### src/rtl/rbd_pkg.sv
package rbd_pkg;
  localparam int unsigned RBD_NUM_ROWS = 4;
  localparam int unsigned RBD_LIM_W    = 8;
  localparam int unsigned RBD_ADDR_W   = 31;
  localparam int unsigned RBD_UNIT_LSB = 24;
endpackage

### src/rtl/rbd_limit_regs.sv
module rbd_limit_regs #(
  parameter int unsigned NUM_ROWS = rbd_pkg::RBD_NUM_ROWS,
  parameter int unsigned LIM_W    = rbd_pkg::RBD_LIM_W,
  localparam int unsigned IDX_W   = (NUM_ROWS > 1) ? $clog2(NUM_ROWS) : 1
) (
  input  logic                             clk,
  input  logic                             rst_n,
  input  logic                             wr_en,
  input  logic [IDX_W-1:0]                 wr_idx,
  input  logic [LIM_W-1:0]                 wr_data,
  output logic [NUM_ROWS-1:0][LIM_W-1:0]   lim_o
);
  logic [NUM_ROWS-1:0][LIM_W-1:0] lim_q, lim_d;
  logic [NUM_ROWS-1:0]            lim_en;

  always_comb begin
    for (int i = 0; i < NUM_ROWS; i++) begin
      lim_en[i] = wr_en && (wr_idx == IDX_W'(i));
      lim_d[i]  = wr_data;
    end
  end

  generate
    for (genvar g = 0; g < NUM_ROWS; g++) begin : g_lim
      always_ff @(posedge clk or negedge rst_n) begin
        if (!rst_n)          lim_q[g] <= '0;
        else if (lim_en[g])  lim_q[g] <= lim_d[g];
      end
    end
  endgenerate

  assign lim_o = lim_q;

  // a write lands in the addressed register on the next edge
  assert_write_lands_R2: assert property (@(posedge clk) disable iff (!rst_n)
    wr_en |=> lim_q[$past(wr_idx)] == $past(wr_data));
endmodule

### src/rtl/rbd_bound_chain.sv
module rbd_bound_chain #(
  parameter int unsigned NUM_ROWS = rbd_pkg::RBD_NUM_ROWS,
  parameter int unsigned LIM_W    = rbd_pkg::RBD_LIM_W
) (
  input  logic                             clk,
  input  logic                             rst_n,
  input  logic [NUM_ROWS-1:0][LIM_W-1:0]   lim_i,
  output logic [NUM_ROWS-1:0][LIM_W-1:0]   base_o,
  output logic [NUM_ROWS-1:0]              live_o
);
  // running maximum of lower limits gives each row its base
  generate
    for (genvar g = 0; g < NUM_ROWS; g++) begin : g_base
      if (g == 0) begin : g_first
        assign base_o[g] = '0;
      end else begin : g_rest
        assign base_o[g] = (lim_i[g-1] > base_o[g-1]) ? lim_i[g-1] : base_o[g-1];
      end
      assign live_o[g] = lim_i[g] > base_o[g];
    end
  endgenerate

  generate
    for (genvar g = 1; g < NUM_ROWS; g++) begin : g_chk
      // bases never fall, even when a limit does
      assert_base_monotonic_R6: assert property (@(posedge clk) disable iff (!rst_n)
        base_o[g] >= base_o[g-1] && base_o[g] >= lim_i[g-1]);
    end
  endgenerate
endmodule

### src/rtl/rbd_row_match.sv
module rbd_row_match #(
  parameter int unsigned NUM_ROWS = rbd_pkg::RBD_NUM_ROWS,
  parameter int unsigned LIM_W    = rbd_pkg::RBD_LIM_W,
  parameter int unsigned HI_W     = rbd_pkg::RBD_ADDR_W - rbd_pkg::RBD_UNIT_LSB
) (
  input  logic                             clk,
  input  logic                             rst_n,
  input  logic [HI_W-1:0]                  addr_hi,
  input  logic [NUM_ROWS-1:0][LIM_W-1:0]   lim_i,
  input  logic [NUM_ROWS-1:0][LIM_W-1:0]   base_i,
  input  logic [NUM_ROWS-1:0]              live_i,
  output logic [NUM_ROWS-1:0]              sel_o,
  output logic [LIM_W-1:0]                 base_sel_o
);
  logic [LIM_W-1:0]    hi_w;
  logic [NUM_ROWS-1:0] raw, blocked;

  assign hi_w = LIM_W'(addr_hi);

  generate
    for (genvar g = 0; g < NUM_ROWS; g++) begin : g_cmp
      assign raw[g] = live_i[g] && (hi_w >= base_i[g]) && (hi_w < lim_i[g]);
      if (g == 0) begin : g_p0
        assign blocked[g] = 1'b0;
      end else begin : g_pn
        assign blocked[g] = blocked[g-1] | raw[g-1];
      end
    end
  endgenerate

  assign sel_o = raw & ~blocked;

  always_comb begin
    base_sel_o = '0;
    for (int i = 0; i < NUM_ROWS; i++)
      base_sel_o = base_sel_o | (base_i[i] & {LIM_W{sel_o[i]}});
  end

  // ranges never overlap, so raw compares are already exclusive
  assert_no_overlap_R6: assert property (@(posedge clk) disable iff (!rst_n)
    $onehot0(raw));
  // an empty row never matches
  assert_empty_unused_R5: assert property (@(posedge clk) disable iff (!rst_n)
    (sel_o & ~live_i) == '0);
endmodule

### src/rtl/rbd_row_decoder.sv
module rbd_row_decoder #(
  parameter int unsigned NUM_ROWS = rbd_pkg::RBD_NUM_ROWS,
  parameter int unsigned LIM_W    = rbd_pkg::RBD_LIM_W,
  parameter int unsigned ADDR_W   = rbd_pkg::RBD_ADDR_W,
  parameter int unsigned UNIT_LSB = rbd_pkg::RBD_UNIT_LSB,
  localparam int unsigned IDX_W   = (NUM_ROWS > 1) ? $clog2(NUM_ROWS) : 1,
  localparam int unsigned HI_W    = ADDR_W - UNIT_LSB,
  localparam int unsigned SPAN_W  = LIM_W + UNIT_LSB,
  localparam int unsigned CMP_W   = (SPAN_W > ADDR_W) ? SPAN_W : ADDR_W
) (
  input  logic                clk,
  input  logic                rst_n,
  input  logic                cfg_we,
  input  logic [IDX_W-1:0]    cfg_idx,
  input  logic [LIM_W-1:0]    cfg_data,
  input  logic                addr_valid,
  input  logic [ADDR_W-1:0]   addr,
  output logic                dec_valid,
  output logic [NUM_ROWS-1:0] row_sel,
  output logic                row_hit,
  output logic                row_miss,
  output logic [ADDR_W-1:0]   row_offset
);
  // reset: asserted at once, released on the clock
  logic rst_meta, rst_ns;
  always_ff @(posedge clk or negedge rst_n) begin
    if (!rst_n) begin
      rst_meta <= 1'b0;
      rst_ns   <= 1'b0;
    end else begin
      rst_meta <= 1'b1;
      rst_ns   <= rst_meta;
    end
  end

  logic [NUM_ROWS-1:0][LIM_W-1:0] lim, base;
  logic [NUM_ROWS-1:0]            live, sel_c;
  logic [LIM_W-1:0]               base_sel;

  rbd_limit_regs #(.NUM_ROWS(NUM_ROWS), .LIM_W(LIM_W)) u_regs (
    .clk(clk), .rst_n(rst_ns), .wr_en(cfg_we), .wr_idx(cfg_idx),
    .wr_data(cfg_data), .lim_o(lim));

  rbd_bound_chain #(.NUM_ROWS(NUM_ROWS), .LIM_W(LIM_W)) u_chain (
    .clk(clk), .rst_n(rst_ns), .lim_i(lim), .base_o(base), .live_o(live));

  rbd_row_match #(.NUM_ROWS(NUM_ROWS), .LIM_W(LIM_W), .HI_W(HI_W)) u_match (
    .clk(clk), .rst_n(rst_ns), .addr_hi(addr[ADDR_W-1:UNIT_LSB]),
    .lim_i(lim), .base_i(base), .live_i(live),
    .sel_o(sel_c), .base_sel_o(base_sel));

  // next-state
  logic                hit_c;
  logic [CMP_W-1:0]    diff_c;
  logic [ADDR_W-1:0]   off_d;

  always_comb begin
    hit_c  = |sel_c;
    diff_c = CMP_W'(addr) - CMP_W'({base_sel, {UNIT_LSB{1'b0}}});
    off_d  = hit_c ? diff_c[ADDR_W-1:0] : '0;
  end

  // registers
  logic                vld_q, hit_q, miss_q;
  logic [NUM_ROWS-1:0] sel_q;
  logic [ADDR_W-1:0]   off_q;

  always_ff @(posedge clk or negedge rst_ns) begin
    if (!rst_ns) vld_q <= 1'b0;
    else         vld_q <= addr_valid;
  end

  always_ff @(posedge clk or negedge rst_ns) begin
    if (!rst_ns) begin
      sel_q  <= '0;
      hit_q  <= 1'b0;
      miss_q <= 1'b0;
      off_q  <= '0;
    end else if (addr_valid) begin
      sel_q  <= sel_c;
      hit_q  <= hit_c;
      miss_q <= ~hit_c;
      off_q  <= off_d;
    end
  end

  assign dec_valid  = vld_q;
  assign row_sel    = sel_q;
  assign row_hit    = hit_q;
  assign row_miss   = miss_q;
  assign row_offset = off_q;

  assert_sel_onehot_R10: assert property (@(posedge clk) disable iff (!rst_ns)
    $onehot0(row_sel) && (row_hit == (row_sel != '0)));
  assert_hit_xor_miss_R7: assert property (@(posedge clk) disable iff (!rst_ns)
    dec_valid |-> (row_hit != row_miss));
  assert_miss_zero_offset_R8: assert property (@(posedge clk) disable iff (!rst_ns)
    row_miss |-> (row_offset == '0 && row_sel == '0));
  assert_latency_R9: assert property (@(posedge clk) disable iff (!rst_ns)
    dec_valid == $past(addr_valid));
  assert_hold_R9: assert property (@(posedge clk) disable iff (!rst_ns)
    !addr_valid |=> $stable(row_sel) && $stable(row_offset));
endmodule

### config.mk
export PLATFORM = sky130hd
export DESIGN_NAME = rbd_row_decoder
export DESIGN_NICKNAME = d
export VERILOG_FILES = /design/src/rtl/rbd_pkg.sv /design/src/rtl/rbd_limit_regs.sv /design/src/rtl/rbd_bound_chain.sv /design/src/rtl/rbd_row_match.sv /design/src/rtl/rbd_row_decoder.sv
export SDC_FILE = /design/constraint.sdc
export NUM_CORES = 1
export LEC_CHECK = 0
export ABC_CLOCK_PERIOD_IN_PS = 4800
export CAP_MARGIN = 10
export CORE_MARGIN = 10
export CORE_UTILIZATION = 58
export CTS_CLUSTER_SIZE = 14
export DETAILED_ROUTE_END_ITERATION = 7
export PLACE_DENSITY = 0.9
export SLEW_MARGIN = 20
export SYNTH_ARGS = -nofsm -noshare
export SYNTH_HDL_FRONTEND = slang
export SYNTH_SLANG_ARGS = --single-unit
### constraint.sdc
create_clock -name clk -period 4.8 [get_ports clk]
set_clock_uncertainty 0.15 [all_clocks]
set_input_delay 1.2 -clock clk [delete_from_list [all_inputs] [get_ports clk]]
set_output_delay 1.2 -clock clk [all_outputs]
set_load 0.05 [all_outputs]
==> After elaboration in Yosys (flattened, before gate mapping) <==
Index checks and enable logic that the tools add are counted.
{ "word_totals": {"in_bits": 45, "register_bits": 72} }
{ "op_classes": {"n_mux": 4, "n_bitwise": 10, "n_eq_ne": 3, "magnitude_cmp": 12, "addsub": 1, "reduce_logical": 14} }
{ "op_table": {"columns": ["op", "n"], "rows": [
  ["$lt 7x8->1", 4],
  ["$mux 31", 1],
  ["$sub 31x31->31", 1],
  ["$ge 7x8->1", 3],
  ["$gt 8x8->1", 3],
  ["$mux 8", 3],
  ["$and 7x7->7", 3],
  ["$or 7x7->7", 2],
  ["$logic_and 1x1->1", 12],
  ["$gt 8x1->1 const B", 1],
  ["$ge 7x1->1 const B", 1],
  ["$and 4x4->4", 1],
  ["$eq 2x2->1 const B", 2],
  ["$not 4->4", 1],
  ["$reduce_or 4->1", 1],
  ["$eq 2x1->1 const B", 1],
  ["$logic_not 2->1", 1],
  ["$or 1x1->1", 2],
  ["$not 1->1", 1]
]} }

==> Logic depth before layout (Yosys ltp) <==
{ "logic_depth": {"word_depth": 15, "depth_mapped": 38} }

==> Hierarchy <==
From an unflattened synthesis, not the netlist that was laid out.
{ "unflattened": {"cells_unflattened": 553, "hier_area_um2": 5566.6} }
{ "by_module_without_submodules": {"columns": ["module", "area_per_inst_um2", "instances", "cells_each"], "rows": [
  ["rbd_row_decoder", 1650.3, 1, 123],
  ["rbd_row_match", 1572.8, 1, 212],
  ["rbd_limit_regs", 1212.4, 1, 68],
  ["rbd_bound_chain", 1131.1, 1, 150]
]} }

==> Worst setup path before layout <==
No wires, ideal clock.
{ "synth_path": {"path_type": "reg2reg", "startpoint": "register u_regs.lim_q (netlist bit u_regs.lim_o[5])", "endpoint": "register off_q[30], in the netlist row_offset[30]", "path_slack_ps": -1906, "synth_period_minus_slack_ps": 6706, "path_stages_with_launch": 37, "arrival_time_ps": 6464, "t_required_ps": 4558, "setup_time_ps": 92, "cell_sequence": "dfrtp_1 inv_1 ha_1 a211o_1 a21oi_4 nand3_2 nand2_1 buf_1 nor2_1 a21oi_1 ha_1 a21oi_1 nor2_1 a211oi_1 a21o_1 clkbuf_1 nor2_1 a21oi_1 inv_1 ha_1 o2111ai_1 o21ai_1 o221ai_1 or4_1 a211oi_4 a222oi_1 inv_1 ha_1 fa_1 nor2b_1 o21ai_0 nand2b_1 a21o_1 a21oi_1 xnor2_1 xnor2_1 o31ai_2"} }
{ "synth_via": {"elab_chain_cells": 14, "elab_cells_between_ends": 31, "cone_classes": "add/sub (1); order compare (8); mux (4); bitwise (9); reduce/logical (9)"} }
{ "synth_rtl": {"columns": ["element", "line", "text"], "rows": [
  ["from (decl)", "rbd_limit_regs.sv:13", "logic [NUM_ROWS-1:0][LIM_W-1:0] lim_q, lim_d;"],
  ["from (signal, indexed assignment)", "rbd_limit_regs.sv:27", "else if (lim_en[g]) lim_q[g] <= lim_d[g];"],
  ["$gt 8x1->1", "rbd_bound_chain.sv:17, rbd_bound_chain.sv:19", null],
  ["$mux 8", "rbd_bound_chain.sv:17", "assign base_o[g] = (lim_i[g-1] > base_o[g-1]) ? lim_i[g-1] : base_o[g-1];"],
  ["$gt 8x8->1", "rbd_bound_chain.sv:17, rbd_bound_chain.sv:19", null],
  ["$mux 8", "rbd_bound_chain.sv:17", null],
  ["$gt 8x8->1 / $ge 7x8->1 (equally long branches)", "rbd_bound_chain.sv:17, rbd_bound_chain.sv:19, rbd_row_match.sv:22", null],
  ["$mux 8 / $logic_and 1x1->1 (equally long branches)", "rbd_bound_chain.sv:17, rbd_row_match.sv:22", null],
  ["$gt 8x8->1, or another cell as far along", "rbd_bound_chain.sv:19", "assign live_o[g] = lim_i[g] > base_o[g];"],
  ["$logic_and 1x1->1 / $or 1x1->1 (equally long branches)", "rbd_row_match.sv:22, rbd_row_match.sv:26", null],
  ["$logic_and 1x1->1 / $not 4->4 (equally long branches)", "rbd_row_match.sv:22, rbd_row_match.sv:31", null],
  ["$and 4x4->4", "rbd_row_match.sv:31", "assign sel_o = raw & ~blocked;"],
  ["$and 7x7->7", "rbd_row_match.sv:36", "base_sel_o = base_sel_o | (base_i[i] & {LIM_W{sel_o[i]}});"],
  ["$or 7x7->7", "rbd_row_match.sv:36", null],
  ["$sub 31x31->31", "rbd_row_decoder.sv:59", "diff_c = CMP_W'(addr) - CMP_W'({base_sel, {UNIT_LSB{1'b0}}});"],
  ["$mux 31 *", "rbd_row_decoder.sv:60", "off_d = hit_c ? diff_c[ADDR_W-1:0] : '0;"],
  ["to (signal assigned)", "rbd_row_decoder.sv:78", "off_q <= '0;"],
  ["to (signal assigned)", "rbd_row_decoder.sv:83", "off_q <= off_d;"],
  ["to (decl)", "rbd_row_decoder.sv:66", "logic [ADDR_W-1:0] off_q;"]
]} }
Every way passes the cells marked *; elsewhere a longest branch is shown, timed or not.
A chain may end at the register's enable or synchronous reset.

==> Worst setup path in the final report <==
{ "layout_path": {"startpoint": "register u_regs.lim_q (netlist bit u_regs.lim_o[1])", "endpoint": "register off_q[30], in the netlist row_offset[30]"} }
The elaborated chain is that of the path after synthesis.

==> flow_metrics.env <==
export IMPL_yosys_cell_types_count=54
export IMPL_firstDrtPassIters=6
export IMPL_synth_net_count=606
export IMPL_via_count_of_the_first_global_routing_pass=5588
export IMPL_placement_io_buffers=82
export IMPL_fin_nets=831
export IMPL_most_frequent_standard_cell_in_the_layout_excluding_fill_and_tap_cells="buf_4"
export IMPL_floorplan_initialDensity=0.5948
export IMPL_timing_worst_setup_path_type="reg2reg"
export IMPL_global_route_usage_met1=0.3031
export IMPL_tightest_slew_ps=1060
export IMPL_cpMostUsedCell="ha_4"
export IMPL_swShare=0.4683
export IMPL_tritoncts="built"
export IMPL_grt_max_degree=38
export IMPL_cts_sinks=72
export IMPL_grt_setup_unrepaired="true"
export IMPL_grt_pass1_wl_um=29770
export IMPL_power_share_combinational=0.693
export IMPL_cp_arrival_ps=7520
export IMPL_path_delay_family="compound AO/OA/AOI/OAI gates"
export IMPL_synthCells=487
export IMPL_cts_hold_fix_buffers=0
export IMPL_path_buf_inv=5
export IMPL_area_sequential_um2=1803
export IMPL_critical_path_peak_fanout=6
export IMPL_synth_edf_count=0
export IMPL_slowest_stage="or4_4"
export IMPL_timing_final_hold_violations=0
export IMPL_die_area_um2=12500
export IMPL_fp_dieW_um=111.8
export IMPL_maxClockFrequency_mhz=135.1
export IMPL_synth_top_area_cell="dfrtp_1"
export IMPL_final_layout_size_suffix_gt1_frac=0.3835
export IMPL_critical_path_endpoint_type="flop"
export IMPL_growth_of_design_area_from_synthesis_to_finish_pct=58.01
export IMPL_worst_path_largest_cell_delay_ps=530
export IMPL_synthDominantCellAreaShare=0.3687
export IMPL_avgViaCountPerCell=6.882
export IMPL_final_period_utilization=1.542
export IMPL_p_clk_frac=0.121
export IMPL_antenna_found_initial=0
export IMPL_synthesis_area_um2=4887
export IMPL_cts_buffers_inserted=9
export IMPL_hold_path_class="reg2async"
export IMPL_ys_seq_area_frac=0.3687
export IMPL_violations="setup timing"
export IMPL_slew_limit_headroom=0.2888
export IMPL_cts_max_path_buffers=2
export IMPL_total_power_mw=4.704
export IMPL_antennaDiodeCount=0
export IMPL_share_of_synthesized_registers_carrying_an_async_set_or_reset=1.000
export IMPL_result_of_the_run="finished with violations"
export IMPL_timing_final_ws_setup_ps=-2602
export IMPL_synth_ff_type="dfrtp_1"
export IMPL_drv_max_cap_violation_count=0
export IMPL_internal_power_mw=2.501
export IMPL_finalWeightedCongestion=1.028
export IMPL_layout_min_cycle_time_ps=7402
export IMPL_wl_um=24170
export IMPL_groute_usage_overall=0.2969
export IMPL_detail_route_drc_violations=0
export IMPL_worstSkewPairLatency_ps=390
export IMPL_drtAntennaViolNets=0
export IMPL_clk_pin_slew_ps=90
export IMPL_drv_slew=0
export IMPL_grt_overflow_total=0
export IMPL_post_detail_place_hpwl_um=12350
export IMPL_use_met2=0.5206
export IMPL_global_route_usage_met3=0.07407
export IMPL_fin_tns_setup_ps=-53210
export IMPL_finalSetupViolCount=34
export IMPL_cts_max_level=3
export IMPL_power_density_nw_per_um2=609.1
export IMPL_boundaryPins=83
export IMPL_multi_input_area_um2=3398
export IMPL_wl_per_cell_um=29.40
export IMPL_most_used_cells_in_the_layout_excluding_fill_and_tap_cells="122 x buf_4, 82 x clkdlybuf4s50_1, 71 x dfrtp_1"
export IMPL_fill_cells=234
export IMPL_die_height_um=111.8
export IMPL_net_switching_power_mw=2.203
export IMPL_ys_warnings=0
export IMPL_core_rowCount=33
export IMPL_hold_worst_slack_ps=187.7
export IMPL_drtIter0Drc=888
export IMPL_grt_busiest_layer="met2"
export IMPL_critPathRequiredTime_ps=4920
export IMPL_post_synth_cell_area_avg_um2=10.04
export IMPL_crit_path_start_kind="flop"
export IMPL_synth_top_cells_by_area="dfrtp_1 37%, ha_1 19%, mux2_2 7.1%, o2bb2ai_1 5.2%, nand2_1 3.5%"
export IMPL_vdd_ir_drop_max_uv=316.3
export IMPL_cellLeakagePower_nw=3.489
export IMPL_route_vias_total=5657
export IMPL_clock_tree_root_cell="clkbuf_8"
export IMPL_core_region_area_um2=8217
export IMPL_synth_seq_cells=72
export IMPL_sequential_fraction_of_design_power=0.186
==> layout make-up <==
class / instances / area share
well taps: 105 / 0.01701
inverters: 46 / 0.02236
flip-flops and latches: 72 / 0.2335
repair buffers: 226 / 0.2573
clock inverters: 6 / 0.01199
clock buffers: 10 / 0.01782
multi-input cells: 357 / 0.4401
==> path summary, 6_finish.rpt <==
check	start	to	slack (ps)	cells after the start
worst max-delay path	u_regs.lim_o[1]	row_offset[30]	-2600	32
worst min-delay path	rst_ns	row_offset[11]	190	0
worst max register to register	u_regs.lim_o[1]	row_offset[30]	-2600	32
worst min register to register	rst_ns	row_offset[11]	190	0
max in group asynchronous	rst_ns	u_regs.lim_o[26]	3340	1
min in group clk	rst_meta	rst_ns	210	0
==> cell families (layout without fill, tap and decap cells) <==
logic type | count (synthesis) | in the layout | share of synthesized area
AOI/OAI and AO/OA | 130 | 131 | 0.1948
adders and majority gates | 74 | 74 | 0.1910
DFF | 72 | 72 | 0.3687
xor gates and xnor gates | 6 | 6 | 0.01075
and+or+nand+nor | 112 | 112 | 0.1124
other | 1 | 1 | 0.0007673
muxes | 33 | 33 | 0.07552
buffers and inverters | 59 | 288 | 0.04608
==> metal layers <==
metal / up-vias / part of all wire
met5: - / 0
met2: 584 / 0.45
met1: 2602 / 0.32
li1: 2225 / -
met3: 246 / 0.12
met4: 0 / 0.11
==> cell usage after synthesis (5+ instances only) <==
library cell,instances
nand4_1,8
nor2_1,22
a211oi_1,6
inv_1,44
nor2b_1,11
dfrtp_1,72
nand3_1,5
a21o_1,7
o21ai_0,22
ha_1,73
o2bb2ai_1,29
clkbuf_1,9
nand2_1,45
mux2_2,31
a21oi_1,31
==> per-stage QoR <==
step                instance area [µm²]  instances  worst slack [ps]    util
floorplan                          4972        487             -1451       -
global placement                   6636        765             -1302  0.8077
detailed placement                 6636        765             -1681  0.8077
CTS                                7286        805             -1525  0.8867
global route                       7722        822             -2913  0.9399
finish                             7722        822             -2602  0.9399
==> state kept, by name, summed over array words and instances (netlist names) <==
register      count
rst_ns            1
dec_valid         1
row_miss          1
row_hit           1
row_sel           4
row_offset       31
u_regs.lim_o     32
rst_meta          1
==> power groups by stage <==
stage	registers [mW]	logic, mW	clock network, mW
3_5_place_dp	0.855	2.22	0
2_1_floorplan	1.16	0.987	0
5_1_grt	0.885	3.35	0.594
3_3_place_gp	0.839	2.08	0
4_1_cts	0.848	2.58	0.551
6_report	0.876	3.26	0.569
==> what timing repair did <==
item / 4_1_cts / 5_1_grt
gates cloned: 3 / 0
buffers inserted: 22 / 19
setup endpoints to repair: 34 / 34
pin swaps: 28 / 35
resized for setup: 44 / 59
(Power assumes the default switching activity.)
